===== config.mk =====
export PLATFORM = sky130hd
export DESIGN_NAME = rx_credit_gate
export DESIGN_NICKNAME = d
export VERILOG_FILES = /design/src/rtl/rxcg_pkg.sv /design/src/rtl/rxcg_regs.sv /design/src/rtl/rxcg_credit.sv /design/src/rtl/rxcg_flush.sv /design/src/rtl/rxcg_gate.sv /design/src/rtl/rx_credit_gate.sv
export SDC_FILE = /design/constraint.sdc
export NUM_CORES = 1
export LEC_CHECK = 0
export CORE_MARGIN = 2
export CORE_UTILIZATION = 41
export CTS_CLUSTER_DIAMETER = 150
export DETAILED_ROUTE_END_ITERATION = 6
export GPL_ROUTABILITY_DRIVEN = 0
export PLACE_DENSITY = 0.76
export SETUP_SLACK_MARGIN = 0.05
export SKIP_CTS_REPAIR_TIMING = 1
export SLEW_MARGIN = 20
export SYNTH_ARGS = -nofsm -noshare
export SYNTH_HDL_FRONTEND = slang
export SYNTH_SLANG_ARGS = --single-unit

===== constraint.sdc =====
create_clock -name clk_i -period 2.5 [get_ports clk_i]
set_clock_uncertainty 0.2 [all_clocks]
set_input_delay 0.5 -clock clk_i [delete_from_list [all_inputs] [get_ports clk_i]]
set_output_delay 0.5 -clock clk_i [all_outputs]
set_load 0.02 [all_outputs]

===== src/rtl/rxcg_pkg.sv =====
package rxcg_pkg;
  typedef enum logic [1:0] {
    ST_IDLE = 2'd0,
    ST_PASS = 2'd1,
    ST_DROP = 2'd2
  } rx_state_e;

  localparam logic [1:0] ADDR_INIT = 2'd0;
  localparam logic [1:0] ADDR_ARM  = 2'd1;
  localparam logic [1:0] ADDR_SRST = 2'd2;
endpackage


===== src/rtl/rxcg_regs.sv =====
module rxcg_regs #(
  parameter int CW = 8
) (
  input  logic          clk_i,
  input  logic          rst_ni,
  input  logic          we_i,
  input  logic [1:0]    addr_i,
  input  logic [CW-1:0] wdata_i,
  output logic [CW-1:0] init_val_o,
  output logic          arm_o,
  output logic          srst_o,
  output logic          armed_o
);
  import rxcg_pkg::*;

  assign arm_o  = we_i && (addr_i == ADDR_ARM);
  assign srst_o = we_i && (addr_i == ADDR_SRST);

  always_ff @(posedge clk_i or negedge rst_ni) begin
    if (!rst_ni) begin
      init_val_o <= '0;
      armed_o    <= 1'b0;
    end else begin
      if (we_i && (addr_i == ADDR_INIT)) init_val_o <= wdata_i;
      if (srst_o)     armed_o <= 1'b0;
      else if (arm_o) armed_o <= 1'b1;
    end
  end
endmodule


===== src/rtl/rxcg_credit.sv =====
module rxcg_credit #(
  parameter int CW = 8
) (
  input  logic          clk_i,
  input  logic          rst_ni,
  input  logic          clr_i,
  input  logic          load_i,
  input  logic [CW-1:0] load_val_i,
  input  logic          take_i,
  input  logic          give_i,
  output logic [CW-1:0] cnt_o
);
  localparam logic [CW-1:0] CMAX = {CW{1'b1}};

  logic [CW-1:0] cnt_d;

  always_comb begin
    cnt_d = cnt_o;
    if (clr_i)                   cnt_d = '0;
    else if (load_i)             cnt_d = load_val_i;
    else if (take_i && !give_i)  cnt_d = cnt_o - 1'b1;
    else if (give_i && !take_i && cnt_o != CMAX) cnt_d = cnt_o + 1'b1;
  end

  always_ff @(posedge clk_i or negedge rst_ni) begin
    if (!rst_ni) cnt_o <= '0;
    else         cnt_o <= cnt_d;
  end
endmodule


===== src/rtl/rxcg_flush.sv =====
module rxcg_flush #(
  parameter int FLUSH_CYCLES = 4
) (
  input  logic clk_i,
  input  logic rst_ni,
  input  logic restart_i,
  input  logic app_rd_i,
  input  logic app_rd_eop_i,
  output logic busy_o,
  output logic app_abort_o
);
  localparam int FW = $clog2(FLUSH_CYCLES + 1);

  logic [FW-1:0] fcnt_q;
  logic          app_open_q;
  logic          rd_ok;
  logic          open_now;

  assign busy_o   = (fcnt_q != '0);
  assign rd_ok    = app_rd_i && !busy_o;
  assign open_now = app_open_q ? !(rd_ok && app_rd_eop_i) : (rd_ok && !app_rd_eop_i);

  always_ff @(posedge clk_i or negedge rst_ni) begin
    if (!rst_ni) begin
      fcnt_q      <= '0;
      app_open_q  <= 1'b0;
      app_abort_o <= 1'b0;
    end else begin
      if (restart_i)   fcnt_q <= FW'(FLUSH_CYCLES);
      else if (busy_o) fcnt_q <= fcnt_q - 1'b1;
      if (restart_i) begin
        app_abort_o <= open_now;
        app_open_q  <= 1'b0;
      end else begin
        app_abort_o <= 1'b0;
        app_open_q  <= open_now;
      end
    end
  end
endmodule


===== src/rtl/rxcg_gate.sv =====
module rxcg_gate #(
  parameter int DW = 32,
  parameter int CW = 8
) (
  input  logic          clk_i,
  input  logic          rst_ni,
  input  logic          kill_i,
  input  logic          armed_i,
  input  logic [CW-1:0] credit_i,
  input  logic          rx_valid_i,
  input  logic [DW-1:0] rx_data_i,
  input  logic          rx_sop_i,
  input  logic          rx_eop_i,
  output logic          take_o,
  output logic          fifo_wr_o,
  output logic [DW-1:0] fifo_data_o,
  output logic          fifo_sop_o,
  output logic          fifo_eop_o,
  output logic          fifo_err_o
);
  import rxcg_pkg::*;

  rx_state_e state_q, state_d;
  logic      trunc;
  logic      has_credit;
  logic      last_credit;

  assign has_credit  = (credit_i != '0);
  assign last_credit = (credit_i == CW'(1));

  always_comb begin
    state_d = state_q;
    take_o  = 1'b0;
    trunc   = 1'b0;
    if (kill_i) begin
      state_d = ST_IDLE;
    end else if (rx_valid_i) begin
      unique case (state_q)
        ST_IDLE: begin
          if (rx_sop_i) begin
            if (armed_i && has_credit) begin
              take_o  = 1'b1;
              trunc   = last_credit && !rx_eop_i;
              state_d = rx_eop_i ? ST_IDLE : (trunc ? ST_DROP : ST_PASS);
            end else begin
              state_d = rx_eop_i ? ST_IDLE : ST_DROP;
            end
          end
        end
        ST_PASS: begin
          if (has_credit) begin
            take_o  = 1'b1;
            trunc   = last_credit && !rx_eop_i;
            state_d = rx_eop_i ? ST_IDLE : (trunc ? ST_DROP : ST_PASS);
          end else begin
            state_d = rx_eop_i ? ST_IDLE : ST_DROP;
          end
        end
        ST_DROP: begin
          if (rx_eop_i) state_d = ST_IDLE;
        end
        default: state_d = ST_IDLE;
      endcase
    end
  end

  always_ff @(posedge clk_i or negedge rst_ni) begin
    if (!rst_ni) begin
      state_q     <= ST_IDLE;
      fifo_wr_o   <= 1'b0;
      fifo_data_o <= '0;
      fifo_sop_o  <= 1'b0;
      fifo_eop_o  <= 1'b0;
      fifo_err_o  <= 1'b0;
    end else begin
      state_q    <= state_d;
      fifo_wr_o  <= take_o;
      fifo_sop_o <= take_o && rx_sop_i;
      fifo_eop_o <= take_o && (rx_eop_i || trunc);
      fifo_err_o <= take_o && trunc;
      if (take_o) fifo_data_o <= rx_data_i;
    end
  end
endmodule


===== src/rtl/rx_credit_gate.sv =====
module rx_credit_gate #(
  parameter int DW           = 32,
  parameter int CW           = 8,
  parameter int FLUSH_CYCLES = 4
) (
  input  logic          clk_i,
  input  logic          rst_ni,
  input  logic          reg_we_i,
  input  logic [1:0]    reg_addr_i,
  input  logic [CW-1:0] reg_wdata_i,
  input  logic          rx_valid_i,
  input  logic [DW-1:0] rx_data_i,
  input  logic          rx_sop_i,
  input  logic          rx_eop_i,
  input  logic          app_rd_i,
  input  logic          app_rd_eop_i,
  output logic          fifo_wr_o,
  output logic [DW-1:0] fifo_data_o,
  output logic          fifo_sop_o,
  output logic          fifo_eop_o,
  output logic          fifo_err_o,
  output logic          flush_o,
  output logic          app_abort_o,
  output logic [CW-1:0] credit_o
);
  logic [CW-1:0] init_val;
  logic          arm, srst, armed, restart, busy, take, give;

  assign restart = arm || srst;
  assign give    = app_rd_i && !busy && !restart;
  assign flush_o = busy;

  rxcg_regs #(.CW(CW)) i_regs (
    .clk_i     (clk_i),
    .rst_ni    (rst_ni),
    .we_i      (reg_we_i),
    .addr_i    (reg_addr_i),
    .wdata_i   (reg_wdata_i),
    .init_val_o(init_val),
    .arm_o     (arm),
    .srst_o    (srst),
    .armed_o   (armed)
  );

  rxcg_flush #(.FLUSH_CYCLES(FLUSH_CYCLES)) i_flush (
    .clk_i       (clk_i),
    .rst_ni      (rst_ni),
    .restart_i   (restart),
    .app_rd_i    (app_rd_i),
    .app_rd_eop_i(app_rd_eop_i),
    .busy_o      (busy),
    .app_abort_o (app_abort_o)
  );

  rxcg_credit #(.CW(CW)) i_credit (
    .clk_i     (clk_i),
    .rst_ni    (rst_ni),
    .clr_i     (srst),
    .load_i    (arm),
    .load_val_i(init_val),
    .take_i    (take),
    .give_i    (give),
    .cnt_o     (credit_o)
  );

  rxcg_gate #(.DW(DW), .CW(CW)) i_gate (
    .clk_i      (clk_i),
    .rst_ni     (rst_ni),
    .kill_i     (restart || busy),
    .armed_i    (armed),
    .credit_i   (credit_o),
    .rx_valid_i (rx_valid_i),
    .rx_data_i  (rx_data_i),
    .rx_sop_i   (rx_sop_i),
    .rx_eop_i   (rx_eop_i),
    .take_o     (take),
    .fifo_wr_o  (fifo_wr_o),
    .fifo_data_o(fifo_data_o),
    .fifo_sop_o (fifo_sop_o),
    .fifo_eop_o (fifo_eop_o),
    .fifo_err_o (fifo_err_o)
  );
endmodule


==> results of run 1 <==
==> routing by layer <==
layer / GRT usage / vias to the layer above / wire length, um
li1: - / 1291 / -
met1: 0.262 / 1238 / 3310
met2: 0.323 / 88 / 3720
met3: 0.0493 / 15 / 400
met4: 0.105 / 0 / 187
met5: 0 / - / 0
==> critical path, delay by kind of cell, from the launching register on <==
kind                   cells  cell delay (ps)
AO/OA/AOI/OAI              1              330
buffers and inverters      2              310
flip-flops                 1              410
multiplexers               1              320
AND/OR/NAND/NOR            3              870
==> stage by stage <==
stage	hold slack (ps)	utilization	worst slack (ps)	cells	cell area (um2)
3_5_place_dp	262	0.613	-489	499	4120
3_3_place_gp	257	0.613	-455	499	4120
2_1_floorplan	4.41	-	-109	301	2850
6_report	242	0.664	-48.5	521	4460
4_1_cts	-87.7	0.639	-214	515	4290
5_1_grt	257	0.664	-139	521	4460
==> layout by cell type (no fill, tap or decap), types with 5 or more instances in the layout <==
cell type,synthesis,final
buf_4,1,34
nand2_1,107,104
mux2_2,10,9
o21ai_0,5,5
nor2_1,18,18
dlymetal6s2s_1,0,5
ha_1,6,5
dfrtp_1,60,57
clkdlybuf4s50_1,0,89
clkbuf_8,0,10
nor3_1,6,6
a21oi_1,9,8
==> power by group through the flow <==
stage | logic (mW) | registers, mW | clock network, mW
after floorplan | 0.645 | 1.79 | 0
after global placement | 1.90 | 1.45 | 0
after detailed placement | 1.94 | 1.46 | 0
after CTS | 1.96 | 1.44 | 0.808
after global routing | 2.23 | 1.48 | 0.851
final | 2.05 | 1.45 | 0.785
==> flip-flops by register name, indices dropped and copies added, names as in the netlist <==
name / count
i_gate.fifo_data_o: 32
i_credit.cnt_o: 8
i_regs.init_val_o: 8
i_flush.fcnt_q: 3
i_gate.state_q: 2
i_flush.app_abort_o: 1
i_flush.app_open_q: 1
i_gate.fifo_eop_o: 1
i_gate.fifo_err_o: 1
i_gate.fifo_sop_o: 1
i_gate.fifo_wr_o: 1
i_regs.armed_o: 1
==> area by class of cell <==
class                      count  area (um2)
clock inverter                 6        38.8
inverter                       8        30.0
timing repair buffer         135        1310
clock buffer                  10         138
sequential                    60        1510
tap                           80         100
fill                         531        2260
multi-input combinational    222        1340
==> final timing paths <==
check / end / slack [ps] / depth (start not counted) / from
min in group asynchronous: i_flush.fcnt_q[1] / 460 / 2 / rst_ni
worst min register to register: i_gate.fifo_data_o[31] / 280 / 2 / i_gate.fifo_data_o[31]
worst max register to register: i_credit.cnt_o[3] / -50 / 7 / i_credit.cnt_o[3]
worst min-delay path: i_gate.fifo_sop_o / 240 / 2 / rx_sop_i
max in group asynchronous: i_gate.fifo_data_o[11] / 1060 / 3 / rst_ni
worst max-delay path: i_credit.cnt_o[3] / -50 / 7 / i_credit.cnt_o[3]
==> cells by family after synthesis <==
family / after synthesis / synth area share
simple gates: 166 / 0.267
flops: 60 / 0.531
compound gates: 35 / 0.0894
buf+inv: 19 / 0.0292
mux: 12 / 0.0474
fa+ha+maj: 6 / 0.0266
xor+xnor: 3 / 0.00930
==> metrics.csv, run 1 <==
metric,value,unit
cts_buffers,9,
outcome,"finished, violations left",
fin_nets,492,
max-cap-violations,0,
vias,2632,
comb_power_share,0.478,
fin_ws,-48.5,ps
rows,30,
synth_ff_type,dfrtp_1,
yosysTopAreaCellShare,0.531,
grt_pass1_wl,11900,um
hold_violations,0,
synthMostInstantiatedCell,nand2_1,
synth_edf_count,0,
power.density,962,mW/mm2
clk-insertion-delay-late,340,ps
worstPathRequired,2530,ps
cellLeakagePower,2.10,nW
netlist_top_cells_count,"107 x nand2_1, 60 x dfrtp_1, 18 x nor2_1",
synthTopCellsByArea,"dfrtp_1 53%, nand2_1 14%, mux2_2 4.0%",
htree_levels,3,
avgSynthCellArea,9.39,um2
portBuffers,95,
coreArea,0.00672,mm2
cpMostUsedCell,buf_4,
p_int,2.68,mW
antenna_found_initial,0,
irDropWorstVdd,0.436,mV
ys_seq_elements,60,
routedWlPerCell,14.6,um
wl,7620,um
root_buffer,clkbuf_8,
clkPwrFrac,0.183,
clk_pin_slew,70,ps
cp-start-kind,flop,
dpl.hpwl,5460,um
synth_area,0.00283,mm2
yosys_warnings,0,
drt-vias-per-instance,5.05,
crit_type,reg2reg,
start_util,0.421,
hold_class,in2reg,
grt_overflow,0,
cp-end-kind,flop,
drtPass1Iterations,5,
layout-drive-gt1-share,0.211,
yosysSeqAreaShare,0.531,
crit_chain,"or4_4, nor4b_4, buf_4, nor3_4, buf_4, a311o_1, mux2_4",
worstMarginPinSlew,461,ps
max_freq,392,MHz
async_flop_share,1.00,
cpPeakStageDelay,540,ps
synth_top_area_cell,dfrtp_1,
period_share,1.02,
rsz0062_at_grt,true,
netSwitchingFraction,0.376,
synth.distinct_cells,44,
design.die.area,0.00757,mm2
postRouteAntennaNets,0,
setup_violations,6,
drc_errors,0,
power.total,4.29,mW
crit_arrival,2580,ps
cpMaxStageDelayCell,or4_4,
cp_max_fo,4,
grt_usage,0.205,
relSlewSlack,0.693,
seq_power_share,0.339,
p_sw,1.61,mW
slew_violations,0,
dr.first_iter.drc_count,130,
tns,-183,ps
ios,96,
die_w,87.0,um
grt_pass1_vias,2552,
postSynthCellCount,301,
synth_fp_nets,357,
violations,negative setup slack,
cts_max_path_buffers,2,
grt_max_degree,43,
cts_tree,done,
antennaDiodeCount,0,
clock-sinks,60,
final.min_clock_period,2550,ps
die_height,87.0,um
synthToLayoutAreaGrowth,57.9,%
Note: power is estimated with default switching activity, not from simulation.
==> run 2, diff against run 1 <==
--- a/config.mk
+++ b/config.mk
@@ -10,6 +10,7 @@
 export CTS_CLUSTER_DIAMETER = 150
 export DETAILED_ROUTE_END_ITERATION = 6
 export GPL_ROUTABILITY_DRIVEN = 0
+export HOLD_SLACK_MARGIN = 0.15
 export PLACE_DENSITY = 0.76
 export SETUP_SLACK_MARGIN = 0.05
 export SKIP_CTS_REPAIR_TIMING = 1
==> results of run 2 <==
The final DEF is identical to that of run 1; final timing and power are the same.
==> run 3, diff against run 2 <==
--- a/config.mk
+++ b/config.mk
@@ -5,14 +5,14 @@
 export SDC_FILE = /design/constraint.sdc
 export NUM_CORES = 1
 export LEC_CHECK = 0
+export ABC_AREA = 1
 export CORE_MARGIN = 2
-export CORE_UTILIZATION = 41
+export CORE_UTILIZATION = 42
 export CTS_CLUSTER_DIAMETER = 150
 export DETAILED_ROUTE_END_ITERATION = 6
 export GPL_ROUTABILITY_DRIVEN = 0
 export HOLD_SLACK_MARGIN = 0.15
 export PLACE_DENSITY = 0.76
-export SETUP_SLACK_MARGIN = 0.05
 export SKIP_CTS_REPAIR_TIMING = 1
 export SLEW_MARGIN = 20
 export SYNTH_ARGS = -nofsm -noshare
==> run 3 against run 2 <==
Against the previous run:
- the flow now finishes without violations
- maximum frequency rose by 12%
- first-iteration DRC count fell by 8.5%
- routed wire length rose by 1.7%
- setup slack improved by 270 ps
- power rose by 13%
- critical path depth fell by 6
- clock-buffer cell count rose by 2
- area after synthesis rose by 10%
- global-route usage fell by 0.33 points
- cell count rose by 13%
- sequential power rose by 16%
- critical path type is now reg2out
- largest cell class unchanged
==> metrics.csv, run 3 <==
metric,value,unit,change
outcome,finished clean,,
tns,0,ps,+183 ps
max-cap-violations,0,,unchanged
clk_pin_slew,60,ps,about the same
irDropWorstVdd,0.696,mV,+60%
cts_max_path_buffers,2,,unchanged
htree_levels,3,,unchanged
cts_tree,done,,
cellLeakagePower,2.19,nW,+4.3%
largest_register_ff_count,32,,unchanged
clkPwrFrac,0.157,,-0.026
whs,278,ps,+35.6 ps
synth_top_area_cell,dfrtp_1,,
ios,96,,unchanged
regMostFlops,i_gate.fifo_data_o,,
crit_chain,clkdlybuf4s50_1,,
relSlewSlack,0.646,,-0.0466
p_sw,2.05,mW,+27%
final_common_cell,nand2_1,,
cpPeakStageDelay,680,ps,+140 ps
cp-end-kind,output port,,
hold_class,reg2reg,,
dpl.hpwl,5840,um,+7.0%
yosysTopAreaCellShare,0.482,,-0.0489
max_freq,439,MHz,+12%
yosysSeqAreaShare,0.482,,-0.0489
dp_cells,570,,+14%
rows,31,,+3.3%
die_w,90.1,um,+3.5%
comb_power_share,0.497,,+0.019
layout-drive-gt1-share,0.0984,,-0.113
clock-sinks,60,,unchanged
power.density,1110,mW/mm2,+16%
final.min_clock_period,2280,ps,-268 ps
yosys_warnings,0,,unchanged
grt_overflow,0,,unchanged
grt_usage,0.202,,-0.00328
final_util,0.605,,-0.0595
grt_max_degree,34,,-21%
async_flop_share,1.00,,unchanged
start_util,0.431,,+0.0108
synth.distinct_cells,32,,-27%
antenna_found_initial,0,,unchanged
fin_cells,587,,+13%
vias,2847,,+8.2%
avgSynthCellArea,8.17,um2,-13%
antennaDiodeCount,0,,unchanged
crit_buf_inv,1,,-1
clk-insertion-delay-late,340,ps,about the same
fin_nets,539,,+9.6%
synth_fp_nets,437,,+22%
synthMostInstantiatedCell,nand2_1,,
period_share,0.912,,-0.107
coreArea,0.00721,mm2,+7.4%
netlist_top_cells_count,"134 x nand2_1, 60 x dfrtp_1, 38 x inv_1",,
root_buffer,clkbuf_8,,
cts_buffers,9,,unchanged
postRouteAntennaNets,0,,unchanged
netSwitchingFraction,0.422,,+0.0455
synthToLayoutAreaGrowth,40.1,%,
grt_pass1_wl,13200,um,+10%
critical-path-top-delay-family,buffers and inverters,,
portBuffers,95,,unchanged
setup_violations,0,,-6
drt-vias-per-instance,4.85,,-4.0%
p_int,2.81,mW,+4.9%
rsz0062_at_grt,false,,
synth_edf_count,0,,unchanged
routedWlPerCell,13.2,um,-9.8%
crit_arrival,1580,ps,-1000 ps
worstMarginPinSlew,530,ps,+69.9 ps
seq_power_share,0.346,,+0.007
slew_violations,0,,unchanged
worstPathRequired,1800,ps,-730 ps
synth_ff_type,dfrtp_1,,
drc_errors,0,,unchanged
wl,7750,um,+1.7%
die_height,90.1,um,+3.5%
synth_area,0.00311,mm2,+10%
cp_max_fo,9,,+5
crit_type,reg2out,,
reg_top3,"i_gate.fifo_data_o x32, i_credit.cnt_o x8, i_regs.init_val_o x8",,
cp-start-kind,flop,,
cpMaxStageDelayCell,clkdlybuf4s50_1,,
final_cell_mix,"134 x nand2_1, 93 x clkdlybuf4s50_1, 60 x dfrtp_1, 38 x inv_1, 28 x nor2_1",,
hold_violations,0,,unchanged
drtPass1Iterations,5,,unchanged
ys_seq_elements,60,,unchanged
dr.first_iter.drc_count,119,,-8.5%
grt_pass1_vias,2825,,+11%
postSynthCellCount,381,,+27%
synthTopCellsByArea,"dfrtp_1 48%, nand2_1 16%, inv_1 4.6%",,
design.die.area,0.00812,mm2,+7.2%
## run 3: final timing paths
check | from | to | slack (ps) | cells past startpoint
setup reg to reg | i_credit.cnt_o[0] | i_gate.fifo_data_o[12] | 300 | 11
setup / recovery | i_credit.cnt_o[2] | credit_o[2] | 220 | 1
max in group asynchronous | rst_ni | i_gate.fifo_data_o[30] | 1050 | 3
min in group asynchronous | rst_ni | i_gate.fifo_data_o[22] | 470 | 2
hold reg to reg | i_gate.fifo_data_o[19] | i_gate.fifo_data_o[19] | 280 | 2
hold / removal | i_gate.fifo_data_o[19] | i_gate.fifo_data_o[19] | 280 | 2
## run 3: through the flow
step	instance area [um2]	setup WS, ps	power, mW
2_1_floorplan	3110	479	3.06
3_3_place_gp	4180	89.9	4.04
3_5_place_dp	4180	9.21	4.09
4_1_cts	4350	-46.9	4.89
5_1_grt	4360	109	5.21
6_report	4360	220	4.86
## run 3: per-layer routing
layer / global-route usage / wire length (um) / up-vias
li1: - / - / 1408
met2: 0.322 / 3700 / 96
met1: 0.252 / 3330 / 1334
met5: 0 / 0 / -
met3: 0.0796 / 598 / 9
met4: 0.0641 / 116 / 0
## run 3: area by class of cell
cell class / count / area, um2
clock buffer: 12 / 145
clock inverter: 4 / 25.0
fill: 625 / 2850
inverter: 43 / 165
multi-input combinational: 265 / 1370
sequential: 60 / 1500
tap: 99 / 124
timing repair buffer: 104 / 1030
## run 3: power by group through the flow
stage / Combinational, mW / Sequential, mW / Clock, mW
global placement: 2.35 / 1.69 / 0
floorplan: 1.07 / 1.99 / 0
CTS: 2.43 / 1.68 / 0.775
detailed placement: 2.42 / 1.68 / 0
finish: 2.41 / 1.68 / 0.763
global route: 2.65 / 1.74 / 0.821
## run 3: cells by family after synthesis
logic type,share of synthesized area
xor gates and xnor gates,0.0281
buffers and inverters,0.0776
adders and majority gates,0.0241
AOI/OAI and AO/OA,0.0519
and+or+nand+nor,0.332
DFF,0.482
muxes,0.00362
